==> config.mk <==
export PLATFORM = sky130hd
export DESIGN_NAME = ser_reg_bank
export DESIGN_NICKNAME = d
export VERILOG_FILES = /design/src/rtl/sbw_pkg.sv /design/src/rtl/sbw_sync.sv /design/src/rtl/sbw_deser.sv /design/src/rtl/sbw_commit.sv /design/src/rtl/ser_reg_bank.sv
export SDC_FILE = /design/constraint.sdc
export NUM_CORES = 1
export LEC_CHECK = 0
export ABC_AREA = 1
export BUFFER_PORTS_ARGS = -buffer_cell sky130_fd_sc_hd__buf_4
export CAP_MARGIN = 20
export CORE_MARGIN = 2
export CORE_UTILIZATION = 30
export CTS_CLUSTER_SIZE = 12
export DETAILED_ROUTE_END_ITERATION = 10
export MAX_ROUTING_LAYER = met4
export PLACE_DENSITY = 0.45
export SLEW_MARGIN = 30
export SYNTH_ARGS = -nofsm -noshare
export SYNTH_HDL_FRONTEND = slang
export SYNTH_HIERARCHICAL = 1
export SYNTH_SLANG_ARGS = --single-unit
==> constraint.sdc <==
create_clock -name clk -period 4.3 [get_ports clk]
set_input_delay 0.43 -clock clk [delete_from_list [all_inputs] [get_ports clk]]
set_output_delay 0.43 -clock clk [all_outputs]
set_load 0.02 [all_outputs]
==> src/rtl/sbw_pkg.sv <==
package sbw_pkg;
  localparam int ADDR_W     = 8;
  localparam int DATA_W     = 6;
  localparam int FRAME_BITS = ADDR_W + DATA_W;
  localparam int CTL_ADDR   = 0;
  localparam int UPD_ADDR   = 1;
  localparam int HOLD_BIT   = 0;
  localparam int VPOL_BIT   = 1;
  localparam int HPOL_BIT   = 2;
  typedef enum logic {ST_IDLE, ST_COUNT} commit_st_t;
endpackage

==> src/rtl/sbw_sync.sv <==
module sbw_sync #(
  parameter int STAGES = 2
) (
  input  logic clk,
  input  logic rst_n,
  input  logic din,
  output logic lvl,
  output logic rise,
  output logic fall
);
  logic [STAGES-1:0] chain;
  logic              prev;

  always_ff @(posedge clk or negedge rst_n) begin
    if (!rst_n) begin
      chain <= '1;
      prev  <= 1'b1;
    end else begin
      chain <= {chain[STAGES-2:0], din};
      prev  <= chain[STAGES-1];
    end
  end

  assign lvl  = chain[STAGES-1];
  assign rise = lvl & ~prev;
  assign fall = ~lvl & prev;
endmodule

==> src/rtl/sbw_deser.sv <==
module sbw_deser
  import sbw_pkg::*;
(
  input  logic              clk,
  input  logic              rst_n,
  input  logic              load_lvl,
  input  logic              load_fall,
  input  logic              sck_rise,
  input  logic              sd,
  output logic              word_valid,
  output logic [ADDR_W-1:0] word_addr,
  output logic [DATA_W-1:0] word_data
);
  localparam int CNT_W = $clog2(FRAME_BITS);

  logic [CNT_W-1:0]  cnt;
  logic [ADDR_W-1:0] ptr;
  logic [DATA_W-1:0] dsh;

  always_ff @(posedge clk or negedge rst_n) begin
    if (!rst_n) begin
      cnt        <= '0;
      ptr        <= '0;
      dsh        <= '0;
      word_valid <= 1'b0;
      word_addr  <= '0;
      word_data  <= '0;
    end else if (load_fall) begin
      cnt        <= '0;
      ptr        <= '0;
      word_valid <= 1'b0;
    end else begin
      word_valid <= 1'b0;
      if (!load_lvl && sck_rise) begin
        if (cnt < CNT_W'(ADDR_W)) begin
          ptr <= {sd, ptr[ADDR_W-1:1]};
          cnt <= cnt + 1'b1;
        end else if (cnt == CNT_W'(FRAME_BITS - 1)) begin
          word_valid <= 1'b1;
          word_addr  <= ptr;
          word_data  <= {sd, dsh[DATA_W-1:1]};
          ptr        <= ptr + 1'b1;
          cnt        <= CNT_W'(ADDR_W);
        end else begin
          dsh <= {sd, dsh[DATA_W-1:1]};
          cnt <= cnt + 1'b1;
        end
      end
    end
  end
endmodule

==> src/rtl/sbw_commit.sv <==
module sbw_commit
  import sbw_pkg::*;
#(
  parameter int              NREG    = 16,
  parameter logic [NREG-1:0] SL_MASK = 16'h000F
) (
  input  logic                   clk,
  input  logic                   rst_n,
  input  logic                   load_rise,
  input  logic                   vs_rise,
  input  logic                   vs_fall,
  input  logic                   hs_rise,
  input  logic                   hs_fall,
  input  logic                   word_valid,
  input  logic [ADDR_W-1:0]      word_addr,
  input  logic [DATA_W-1:0]      word_data,
  output logic [NREG*DATA_W-1:0] regs_o,
  output logic                   hs_act,
  output logic                   hold
);
  logic [NREG-1:0][DATA_W-1:0] shadow, active;
  logic [NREG-1:0]             dirty, ready;
  commit_st_t                  st;
  logic [DATA_W-1:0]           hs_cnt;
  logic                        vs_act, commit_now;
  logic [DATA_W-1:0]           ctl, upd;

  assign ctl        = active[CTL_ADDR];
  assign upd        = active[UPD_ADDR];
  assign hold       = ctl[HOLD_BIT];
  assign vs_act     = ctl[VPOL_BIT] ? vs_rise : vs_fall;
  assign hs_act     = ctl[HPOL_BIT] ? hs_rise : hs_fall;
  assign commit_now = (st == ST_COUNT) && hs_act && (hs_cnt == upd) && !hold;

  always_ff @(posedge clk or negedge rst_n) begin
    if (!rst_n) begin
      shadow <= '0;
      active <= '0;
      dirty  <= '0;
      ready  <= '0;
    end else begin
      for (int i = 0; i < NREG; i++) begin
        if (word_valid && word_addr == ADDR_W'(i)) begin
          shadow[i] <= word_data;
          dirty[i]  <= 1'b1;
        end else if (load_rise) begin
          dirty[i]  <= 1'b0;
        end
        if (SL_MASK[i]) begin
          if (load_rise && dirty[i]) active[i] <= shadow[i];
        end else begin
          if (commit_now && ready[i]) active[i] <= shadow[i];
          if (load_rise && dirty[i])  ready[i]  <= 1'b1;
          else if (commit_now)        ready[i]  <= 1'b0;
        end
      end
    end
  end

  always_ff @(posedge clk or negedge rst_n) begin
    if (!rst_n) begin
      st     <= ST_IDLE;
      hs_cnt <= '0;
    end else if (vs_act && (|ready)) begin
      st     <= ST_COUNT;
      hs_cnt <= '0;
    end else if (st == ST_COUNT && hs_act) begin
      if (hs_cnt == upd) st <= ST_IDLE;
      else               hs_cnt <= hs_cnt + 1'b1;
    end
  end

  for (genvar g = 0; g < NREG; g++) begin : g_flat
    assign regs_o[g*DATA_W +: DATA_W] = active[g];
  end
endmodule

==> src/rtl/ser_reg_bank.sv <==
module ser_reg_bank
  import sbw_pkg::*;
#(
  parameter int              NREG    = 16,
  parameter logic [NREG-1:0] SL_MASK = 16'h000F
) (
  input  logic                   clk,
  input  logic                   rst_n,
  input  logic                   ser_load,
  input  logic                   ser_clk,
  input  logic                   ser_data,
  input  logic                   vsync,
  input  logic                   hsync,
  output logic [NREG*DATA_W-1:0] regs_o
);
  localparam int NPIN = 5;
  localparam int P_LD = 0, P_CK = 1, P_SD = 2, P_VS = 3, P_HS = 4;

  logic [NPIN-1:0] pin_raw, pin_lvl, pin_rise, pin_fall;
  assign pin_raw = {hsync, vsync, ser_data, ser_clk, ser_load};

  for (genvar p = 0; p < NPIN; p++) begin : g_sync
    sbw_sync #(.STAGES(2)) u_sync (
      .clk (clk), .rst_n(rst_n), .din(pin_raw[p]),
      .lvl (pin_lvl[p]), .rise(pin_rise[p]), .fall(pin_fall[p])
    );
  end

  logic              sl_lvl, sl_rise, word_valid, hs_act, hold;
  logic [ADDR_W-1:0] word_addr;
  logic [DATA_W-1:0] word_data;

  assign sl_lvl  = pin_lvl[P_LD];
  assign sl_rise = pin_rise[P_LD];

  sbw_deser u_deser (
    .clk       (clk),
    .rst_n     (rst_n),
    .load_lvl  (sl_lvl),
    .load_fall (pin_fall[P_LD]),
    .sck_rise  (pin_rise[P_CK]),
    .sd        (pin_lvl[P_SD]),
    .word_valid(word_valid),
    .word_addr (word_addr),
    .word_data (word_data)
  );

  sbw_commit #(.NREG(NREG), .SL_MASK(SL_MASK)) u_commit (
    .clk       (clk),
    .rst_n     (rst_n),
    .load_rise (sl_rise),
    .vs_rise   (pin_rise[P_VS]),
    .vs_fall   (pin_fall[P_VS]),
    .hs_rise   (pin_rise[P_HS]),
    .hs_fall   (pin_fall[P_HS]),
    .word_valid(word_valid),
    .word_addr (word_addr),
    .word_data (word_data),
    .regs_o    (regs_o),
    .hs_act    (hs_act),
    .hold      (hold)
  );
endmodule

* After elaboration in Yosys (flattened, before gate mapping)
Cells that the tools add are included.
** Cells by class
- Add/sub/neg operators :: 3
- $lt $le $gt $ge :: 1
- Equality and inequality tests :: 18
- Multiplexer cells :: 50
- Bitwise operators :: 17
- Reduce and logical (&&, ||, !) cells :: 90
** Operators with widths (count)
- == test 8 x 4 -> 1 bit, second input constant :: 8
- nonzero test 2 bit :: 31
- logical AND 1 bit :: 49
- 2-to-1 mux 1 bit :: 39
- == test 8 x 3 -> 1 bit, second input constant :: 4
- 2-to-1 mux 8 bit :: 4
- 2-to-1 mux 6 bit :: 3
- == test 8 x 2 -> 1 bit, second input constant :: 2
- 2-to-1 mux 4 bit :: 4
- OR reduction 12 bit :: 1
- inverter 1 bit :: 10
- adder 8 x 1 -> 8 bit, second input constant :: 1
- == test 8 x 1 -> 1 bit, second input constant :: 1
- logical NOT 8 bit :: 1
- AND reduction 4 bit :: 2
- bitwise AND 1 bit :: 7
- adder 6 x 1 -> 6 bit, second input constant :: 1
- == test 6 bit :: 1
- AND reduction 2 bit :: 3
- adder 4 x 1 -> 4 bit, second input constant :: 1
- == test 4 bit, second input constant :: 1
- less-than comparator 4 bit, second input constant :: 1
- nonzero test 3 bit :: 1
- logical NOT 1 bit :: 2
- != test 2 x 1 -> 1 bit, second input constant :: 1
** Storage, ports and cells
- Register bits :: 274
- Input port bits :: 7
- Output and inout port bits :: 96

* Logic depth before layout (Yosys ltp)
Gate-level depths: netlist of the first run.
- Depth in word-level cells :: 8
- Depth in mapped cells :: 12
- Depth with buffers taken out :: 11

* Hierarchy
The synthesis of the first run kept the hierarchy.
** Modules (own cells, without submodules)
- sbw_commit :: times used 1, cells each 939, area each 9176.3 µm², seq. area each 5680.4 µm²
- sbw_deser :: times used 1, cells each 183, area each 1565.3 µm², seq. area each 800.8 µm²
- sbw_sync :: times used 5, cells each 7, area each 93.8 µm², seq. area each 78.8 µm²

* Least setup slack after synthesis of the first run
OpenSTA, ideal clock, no wires.
- Path type :: reg2reg
- Start point :: reg g_sync[4].u_sync.chain[1]
- End point :: reg u_commit.active (netlist bit u_commit/regs_o[65])
- Data arrival time :: 1.595 ns
- Data required time :: 4.183 ns
- Path slack :: 2.587 ns
- Stages on the path, launching flop included :: 11
- Path through :: dfstp_2 inv_1 nor2_1 inv_1 nand2_1 o21ai_1 nor2_1 buf_4 nand4_4 nand2_1 nand2_1
** Between the ends
- Elaborated cells on any way between the ends :: 8
- Classes of those cells :: mux (1); bitwise (3); reduce/logical (4)
** RTL lines
- start, declared :: RTL line sbw_sync.sv:11 : logic [STAGES-1:0] chain;
- start signal, assigned :: RTL line sbw_sync.sv:19 : chain <= {chain[STAGES-2:0], din};
- bitwise AND 1 bit :: RTL line sbw_sync.sv:25 : assign rise = lvl & ~prev;
- via pin_rise[4] :: RTL line ser_reg_bank.sv:19 : logic [NPIN-1:0] pin_raw, pin_lvl, pin_rise, pin_fall;
- 2-to-1 mux 1 bit :: RTL line sbw_commit.sv:32 : assign hs_act = ctl[HPOL_BIT] ? hs_rise : hs_fall;
- logical AND 1 bit (3 in a row) :: RTL line sbw_commit.sv:33 : assign commit_now = (st == ST_COUNT) && hs_act && (hs_cnt == upd) && !hold;
- logical AND 1 bit :: RTL line sbw_commit.sv:52 : if (commit_now && ready[i]) active[i] <= shadow[i];
- end signal, assigned by index :: RTL line sbw_commit.sv:50 : if (load_rise && dirty[i]) active[i] <= shadow[i];
- end signal, assigned by index :: RTL line sbw_commit.sv:52
- end, declared :: RTL line sbw_commit.sv:21 : logic [NREG-1:0][DATA_W-1:0] shadow, active;
The timed path passes the listed nets, and every way through them passes these cells.
A chain may end at the register's enable or synchronous reset.

* Worst setup path after layout of the first run
- Start point :: reg g_sync[4].u_sync.chain[1]
- End point :: reg u_commit.active (netlist bit u_commit/regs_o[42])
The elaborated chain is that of the path after synthesis.

==> flow_summary.yaml, run 1 <==
detailed_routing:
  viasPerCell: 4.59
  wl_um: 27700
  routedWlPerCell_um: 16.0
  first_pass_iters: 5
  vias: 7916
  postRouteAntennaNets: 0
  drt_iter0_markers: 442
  drc: 0
logic_synthesis:
  syn_nets: 1160
  synth_warnings: 6
  syn_area_mm2: 0.0112
  syn_inst: 1149
  synth_area_per_cell_um2: 9.71
global_routing:
  grt_antenna_before_repair: 0
  grt_pass1_wl_um: 44900
  grt_max_degree: 116
  grt_pass1_vias: 7897
  overflow: 0
  grt_usage_pct: 15.0
sta:
  fmax_mhz: 426
  maxSlewHeadroom_pct: 38.9
  timing.hold.ws_ns: 0.354
  setup_viol: 0
  slew_viol_final: 0
  fin_crit_ns: 2.35
  fin_crit_sh_pct: 54.7
  rsz0062_at_grt: "false"
  worst_pin_slew_ns: 0.915
  final_hold_viol_count: 0
  tns_ns: 0
  skew_ns: 0.0203
finish:
  final_cells: 1725
  antennaDiodeCount: 0
  area_growth_pct: 19.5
  drive_gt1_share_pct: 18.2
  final_util_pct: 36.4
  fin_nets: 1246
run:
  drv_cap: 0
setup_path:
  critPathArrivalTime_ns: 2.85
  path_max_fanout: 61
  worstSetupPathType: "flop to flop"
  slowest_stage: "buf_4"
  crit_chain: "inv_1 > nor2_1 > inv_1 > nand2_1 > o21ai_1 > nor2_2 > inv_2 > nor2_4 > buf_4 > nand4_1 > nand2_1"
  endpoint_kind: "flop"
  cpPeakStageDelay_ns: 0.57
  required_ns: 4.80
  worstSetupStartpointType: "flop"
outcome:
  status: "completed"
power:
  p_switching_w: 0.00113
  internal_power_w: 0.00417
  pwr-share-seq_pct: 49.2
  p_per_area_mw_per_mm2: 398
  clock_power_share_pct: 48.6
  power_w: 0.00530
  p_leak_nw: 6.54
  p_sw_share_pct: 21.4
  combPwrFrac_pct: 2.2
  worst_ir_drop_vdd_uv: 302
place:
  dp_hpwl_um: 17600
  place_inst: 1664
  port_buffers: 102
  gp_congestion: 0.779
hold_path:
  holdCritPathClass: "flop to flop"
floorplan:
  die_area_mm2: 0.0388
  row_count: 70
  initial_core_util_pct: 30.5
  die_y_um: 197
  ios: 103
  core_area_mm2: 0.0366
  die_w_um: 197
clocking:
  clkSinkCount: 273
  clk_path_buf_depth: 3
  worst_skew_pair.late_latency_ns: 0.56
  htreeDepth: 1
  cts-resized-gates: 0
  cts_tree: "built"
  path_clk_slew_ns: 0.06
  root_buffer: "clkbuf_16"
  cts_buffers: 30
placed cells by master (no fill, tap or decap), drive strengths merged:
master,n
bufinv,3
or2,1
nand2,392
clkbuf,43
o21ai,144
xor2,6
dlygate4sd3,6
ha,4
clkinv,9
inv,72
nor2,41
nand3,23
mux2,18
nand4,86
dfrtp,259
a21oi,15
dfstp,14
buf,112
xnor2,1
nor3,7
o211ai,1
registers in the layout, indices dropped and copies added, names as in the netlist:
register             cells
u_commit/shadow         96
u_commit/ready          12
u_commit/hs_cnt          6
u_commit/upd             6
u_commit/st              1
u_deser/word_data        6
u_commit/dirty          16
g_sync.u_sync/prev       4
u_commit/regs_o         84
u_deser/dsh              5
u_commit/ctl             6
u_deser/ptr              8
g_sync.u_sync/chain     10
u_deser/word_valid       1
u_deser/cnt              4
u_deser/word_addr        8
final cells by class:
class	count	area, um2
Fill cell	3779	23300
Sequential cell	273	6850
Multi-Input combinational cell	739	3680
Timing Repair Buffer	118	953
Clock buffer	43	850
Tap cell	468	586
Inverter	73	274
Clock inverter	11	141
worst paths after layout:
kind / from / endpoint / slack (ns) / depth (start not counted)
hold reg to reg: g_sync[2].u_sync/chain[0] / g_sync[2].u_sync/chain[1] / 0.35 / 0
hold / removal: g_sync[2].u_sync/chain[0] / g_sync[2].u_sync/chain[1] / 0.35 / 0
setup / recovery: g_sync[4].u_sync/chain[1] / u_commit/regs_o[42] / 1.95 / 11
max in group asynchronous: rst_n / u_deser/dsh[2] / 2.71 / 4
setup reg to reg: g_sync[4].u_sync/chain[1] / u_commit/regs_o[42] / 1.95 / 11
min in group asynchronous: rst_n / u_commit/regs_o[45] / 0.39 / 2
stage by stage:
stage	setup slack, ns	area [um2]
6_report	1.95	13300
3_3_place_gp	1.86	12300
5_1_grt	1.68	13300
2_1_floorplan	2.61	11200
4_1_cts	1.89	13300
3_5_place_dp	1.89	12300
power groups by stage:
stage / Clock, W / Sequential, W / Combinational, W
floorplan: 0 / 0.00265 / 0.0000383
global placement: 0 / 0.00266 / 0.000112
detailed placement: 0 / 0.00266 / 0.000114
CTS: 0.00267 / 0.00261 / 0.000119
global route: 0.00278 / 0.00261 / 0.000137
finish: 0.00258 / 0.00261 / 0.000116
metal layers:
| layer | global-route usage (%) | vias up | part of all wire [%] |
|---|---|---|---|
| li1 | - | 3935 | - |
| met1 | 20.5 | 3819 | 49 |
| met2 | 23.9 | 121 | 46 |
| met3 | 1.87 | 41 | 3.0 |
| met4 | 3.82 | 0 | 2.0 |
| met5 | - | - | 0 |
critical path: cells and delay by family (launching register included):
family	cells	cell delay (ns)
simple gates	6	0.92
flops	1	0.54
buf+inv	4	0.71
compound gates	1	0.07
what timing repair did:
action                                 4_1_cts  5_1_grt
hold buffers                                 6        0
buffers inserted                             0        0
endpoints found under the hold margin       26        0
Power figures use the tool's default switching activity.
==> inputs of run 2 (changes only) <==
PLACE_DENSITY = 0.47   (was 0.45)
clock period = 2.1 ns   (was 4.3 ns; I/O delays follow)
==> run 2 against run 1 <==
Net effect: sequential cell count did not move; sequential share of layout area fell by 1.1 points; clock power increased by 110%; die area unchanged; critical path depth unchanged; sequential power is 100% higher; cell count increased by 1.6%; highest routed layer unchanged.
==> flow_summary.yaml, run 2 (synthesized netlist as in run 1, its figures left out) <==
outcome:
  status: "completed"
setup_path:
  path_max_fanout: 73
  slowest_stage: "dfstp_2"
  rr_worst_depth: 11
  worstSetupStartpointType: "flop"
  cpPeakStageDelay_ns: 0.54
  crit_chain: "inv_1 > nor2_1 > inv_1 > nand2_1 > o21ai_1 > nor2_2 > inv_2 > nor2_4 > buf_12 > nand4_1 > nand2_1"
  critPathArrivalTime_ns: 2.31
  worstSetupPathType: "flop to flop"
  endpoint_kind: "flop"
  required_ns: 2.55
sta:
  rsz0062_at_grt: "false"
  fin_crit_sh_pct: 88.8
  skew_ns: 0.0230
  final_hold_viol_count: 0
  fmax_mhz: 536
  fin_crit_ns: 1.86
  tns_ns: 0
  setup_viol: 0
  maxSlewHeadroom_pct: 59.9
  worst_pin_slew_ns: 0.601
  final.setup.worst_slack_ns: 0.235
  slew_viol_final: 0
power:
  internal_power_w: 0.00874
  p_leak_nw: 6.70
  p_sw_share_pct: 21.5
  combPwrFrac_pct: 2.2
  pwr-share-seq_pct: 48.0
  p_per_area_mw_per_mm2: 817
  worst_ir_drop_vdd_uv: 540
  p_switching_w: 0.00239
  clock_power_share_pct: 49.8
clocking:
  worst_skew_pair.late_latency_ns: 0.51
  cts_buffers: 34
  cts-resized-gates: 0
  root_buffer: "clkbuf_16"
  path_clk_slew_ns: 0.05
  clkSinkCount: 273
  cts_tree: "built"
  htreeDepth: 2
  clk_path_buf_depth: 3
place:
  placed_cell_area_mm2: 0.0125
  gp_congestion: 0.773
  port_buffers: 102
  place_ws_ns: 0.225
  place_inst: 1688
  dp_hpwl_um: 18500
detailed_routing:
  viasPerCell: 4.57
  drt_iter0_markers: 442
  postRouteAntennaNets: 0
  vias: 8010
  drc: 0
  wl_um: 27700
  routedWlPerCell_um: 15.8
  first_pass_iters: 7
floorplan:
  ios: 103
  die_y_um: 197
  die_area_mm2: 0.0388
  die_w_um: 197
  initial_core_util_pct: 30.5
  core_area_mm2: 0.0366
  row_count: 70
finish:
  final_common_cell: "nand2_1"
  largest_register: "u_commit/shadow"
  final_util_pct: 37.2
  final_area_mm2: 0.0136
  antennaDiodeCount: 0
  drive_gt1_share_pct: 19.9
  final_cells: 1752
  largest_register_ffs: 96
  fin_nets: 1273
  area_growth_pct: 22.2
  layout_common_cells: "nand2_1, dfrtp_1, o21ai_0"
global_routing:
  grt_pass1_wl_um: 45800
  grt_pass1_vias: 8118
  grt_max_degree: 74
  grt_antenna_before_repair: 0
  grt_usage_pct: 15.3
  overflow: 0
run:
  drv_cap: 0
hold_path:
  holdCritPathClass: "primary input to async pin"
[run 2: changes by cell type in the layout (fill, tap and decap cells not counted), moves of 2 or more]
cell | previous run | this run
buf_4 | 108 | 126
clkbuf_8 | 5 | 7
clkbuf_16 | 30 | 34
bufinv_16 | 3 | 1
buf_12 | 2 | 8
clkinv_2 | 7 | 4
[run 2: what timing repair did]
item,in CTS,in global routing
buffers inserted,0,0
hold buffers,6,0
hold endpoints to repair,70,0
[run 2: layout make-up]
| type | count | area, um2 |
|---|---|---|
| fill | 3762 | 23000 |
| clock buffer | 50 | 981 |
| sequential | 273 | 6850 |
| clock inverter | 8 | 82.6 |
| tap | 468 | 586 |
| timing repair buffer | 141 | 1180 |
| multi-input combinational | 739 | 3680 |
| inverter | 73 | 274 |
[run 2: final timing paths]
path	start	endpoint	slack [ns]
setup / recovery	g_sync[4].u_sync/chain[1]	u_commit/regs_o[94]	0.24
min in group clk	g_sync[2].u_sync/chain[0]	g_sync[2].u_sync/chain[1]	0.35
max in group asynchronous	rst_n	u_commit/regs_o[95]	1.07
hold reg to reg	g_sync[2].u_sync/chain[0]	g_sync[2].u_sync/chain[1]	0.35
hold / removal	rst_n	u_commit/regs_o[44]	0.29
setup reg to reg	g_sync[4].u_sync/chain[1]	u_commit/regs_o[94]	0.24
[run 2: through the flow]
step	total power, W	hold WS [ns]
after detailed placement	0.00568	0.242
after global placement	0.00568	0.240
final	0.0111	0.286
after floorplan	0.00551	-0.0856
after global routing	0.0116	0.320
after CTS	0.0113	0.305
[run 2: critical path, delay by kind of cell, from the launching register on]
family	cells	cell delay [ns]
flip-flops	1	0.54
AND/OR/NAND/NOR	6	0.71
AO/OA/AOI/OAI	1	0.07
buffers and inverters	4	0.42
[run 2: per-layer routing]
layer  routed length, um  vias to the layer above  track usage [%]
met5                   0                        -                -
met4                 508                        0             3.59
met3                1020                       42             2.33
met2               12700                      137             23.9
met1               13500                     3833             21.0
li1                    -                     3998                -
[run 2: power by group through the flow]
stage | Sequential [W] | Combinational [W] | Clock [W]
2_1_floorplan | 0.00543 | 0.0000785 | 0
3_5_place_dp | 0.00544 | 0.000247 | 0
6_report | 0.00535 | 0.000242 | 0.00554
4_1_cts | 0.00534 | 0.000257 | 0.00574
3_3_place_gp | 0.00544 | 0.000245 | 0
5_1_grt | 0.00535 | 0.000284 | 0.00596
==> inputs of run 3 (changes only) <==
CELL_PAD_IN_SITES_DETAIL_PLACEMENT = 0   (was unset)
CELL_PAD_IN_SITES_GLOBAL_PLACEMENT = 2   (was unset)
PLACE_DENSITY = 0.67   (was 0.47)
==> run 3 against run 2 <==
Net effect: critical path type unchanged; wire length grew 1.5%; cell area grew 0.38%; non-clock buffer count grew 10; sequential power is essentially flat; via count shrank 0.16%; worst setup slack gained 0.044 ns; critical endpoint is now u_commit/regs_o[58]; utilization grew 0.14 points; count of clock-buffer cells in the layout grew 6; cell count grew 0.68%; hold slack lost 0.062 ns; fmax grew 2.4%; clock power shrank 3%.
==> flow_summary.yaml, run 3 (synthesized netlist as in run 1, its figures left out) <==
outcome:
  status: "completed"
finish:
  area_growth_pct: 22.6
  fin_nets: 1283
  final_cells: 1764
  layout_common_cells: "nand2_1, dfrtp_1, buf_4"
  drive_gt1_share_pct: 20.2
  antennaDiodeCount: 0
  largest_register: "u_commit/shadow"
  final_common_cell: "nand2_1"
  largest_register_ffs: 96
power:
  worst_ir_drop_vdd_uv: 591
  p_leak_nw: 6.72
  p_per_area_mw_per_mm2: 804
global_routing:
  grt_max_degree: 56
  grt_usage_pct: 15.5
  grt_antenna_before_repair: 0
  grt_pass1_wl_um: 46200
  overflow: 0
  grt_pass1_vias: 8093
detailed_routing:
  routedWlPerCell_um: 16.0
  wl_um: 28100
  drt_iter0_markers: 500
  vias: 7997
  first_pass_iters: 5
  postRouteAntennaNets: 0
  viasPerCell: 4.53
  drc: 0
place:
  port_buffers: 102
  place_inst: 1698
  place_ws_ns: 0.241
  dp_hpwl_um: 19200
  gp_congestion: 0.740
sta:
  rsz0062_at_grt: "false"
  skew_ns: 0.0204
  fin_crit_sh_pct: 86.7
  slew_viol_final: 0
  fin_crit_ns: 1.82
  final_hold_viol_count: 0
  fmax_mhz: 549
  final.setup.worst_slack_ns: 0.279
  maxSlewHeadroom_pct: 60.2
  tns_ns: 0
  worst_pin_slew_ns: 0.593
  setup_viol: 0
setup_path:
  critPathArrivalTime_ns: 2.25
  worstSetupPathType: "flop to flop"
  path_max_fanout: 55
  required_ns: 2.53
  endpoint_kind: "flop"
  worstSetupStartpointType: "flop"
clocking:
  root_buffer: "clkbuf_16"
  clkSinkCount: 273
  path_clk_slew_ns: 0.05
  worst_skew_pair.late_latency_ns: 0.50
  htreeDepth: 2
  cts_buffers: 34
  cts_tree: "built"
  clk_path_buf_depth: 3
  cts_setup_buffers: 0
floorplan:
  core_area_mm2: 0.0366
  initial_core_util_pct: 30.5
  die_area_mm2: 0.0388
  die_y_um: 197
  ios: 103
  die_w_um: 197
  row_count: 70
hold_path:
  holdCritPathClass: "primary input to async pin"
run:
  drv_cap: 0
[run 3: cell types whose count changed in the layout (fill, tap and decap cells not counted), moves of 2 or more]
| cell | previous run | this run |
|---|---|---|
| buf_4 | 126 | 136 |
| clkbuf_1 | 9 | 16 |
| clkbuf_8 | 7 | 5 |
| clkinv_2 | 4 | 2 |
| nand2_1 | 391 | 389 |
| nand2_2 | 1 | 3 |
[run 3: layout make-up]
class | count | area (um2)
inverters | 73 | 275
flip-flops and latches | 273 | 6850
multi-input cells | 739 | 3680
clock inverters | 4 | 28.8
well taps | 468 | 586
clock buffers | 56 | 1000
repair buffers | 151 | 1260
fillers | 3714 | 22900
[run 3: worst max-delay path, stage by stage (launching register included)]
cell and delay (ns):
dfstp_2 0.54, inv_1 0.04, nor2_1 0.07, inv_1 0.04, nand2_1 0.04, o21ai_1 0.07
nor2_2 0.17, inv_2 0.06, nor2_4 0.17, buf_12 0.25, nand4_1 0.17, nand2_1 0.10
[run 3: final timing paths]
path                       cells past startpoint  slack [ns]                         to                      start
setup / recovery                              11        0.28        u_commit/regs_o[58]  g_sync[4].u_sync/chain[1]
hold / removal                                 2        0.22        u_commit/regs_o[41]                      rst_n
setup reg to reg                              11        0.28        u_commit/regs_o[58]  g_sync[4].u_sync/chain[1]
hold reg to reg                                0        0.35  g_sync[2].u_sync/chain[1]  g_sync[2].u_sync/chain[0]
max in group asynchronous                      4        1.09         u_commit/hs_cnt[3]                      rst_n
min in group clk                               0        0.35  g_sync[2].u_sync/chain[1]  g_sync[2].u_sync/chain[0]
[run 3: repair_timing]
item,CTS,global route
setup endpoints to repair,0,12
hold endpoints to repair,48,0
hold buffers,6,0
gates resized for setup,0,2
[run 3: routing by layer]
| metal | part of all wire (%) | global-route usage, % | vias to the layer above |
|---|---|---|---|
| met5 | 0 | - | - |
| met4 | 1.8 | 3.87 | 0 |
| met3 | 3.0 | 2.16 | 36 |
| met2 | 46 | 24.0 | 112 |
| met1 | 49 | 21.5 | 3837 |
| li1 | - | - | 4012 |
[run 3: power by group]
part	internal [W]	switching [W]	leakage, nW
Combinational	0.0000757	0.000176	2.46
Sequential	0.00531	0.0000368	3.76
Clock	0.00326	0.00214	0.495
[run 3: metrics by stage]
stage | utilization (%) | instance area, um2 | total power [W] | hold WS (ns)
after floorplan | - | 11200 | 0.00551 | -0.0856
after global placement | 34.4 | 12600 | 0.00569 | 0.162
after detailed placement | 34.4 | 12600 | 0.00570 | 0.163
after CTS | 37.4 | 13700 | 0.0112 | 0.229
after global routing | 37.4 | 13700 | 0.0115 | 0.241
final | 37.4 | 13700 | 0.0110 | 0.224
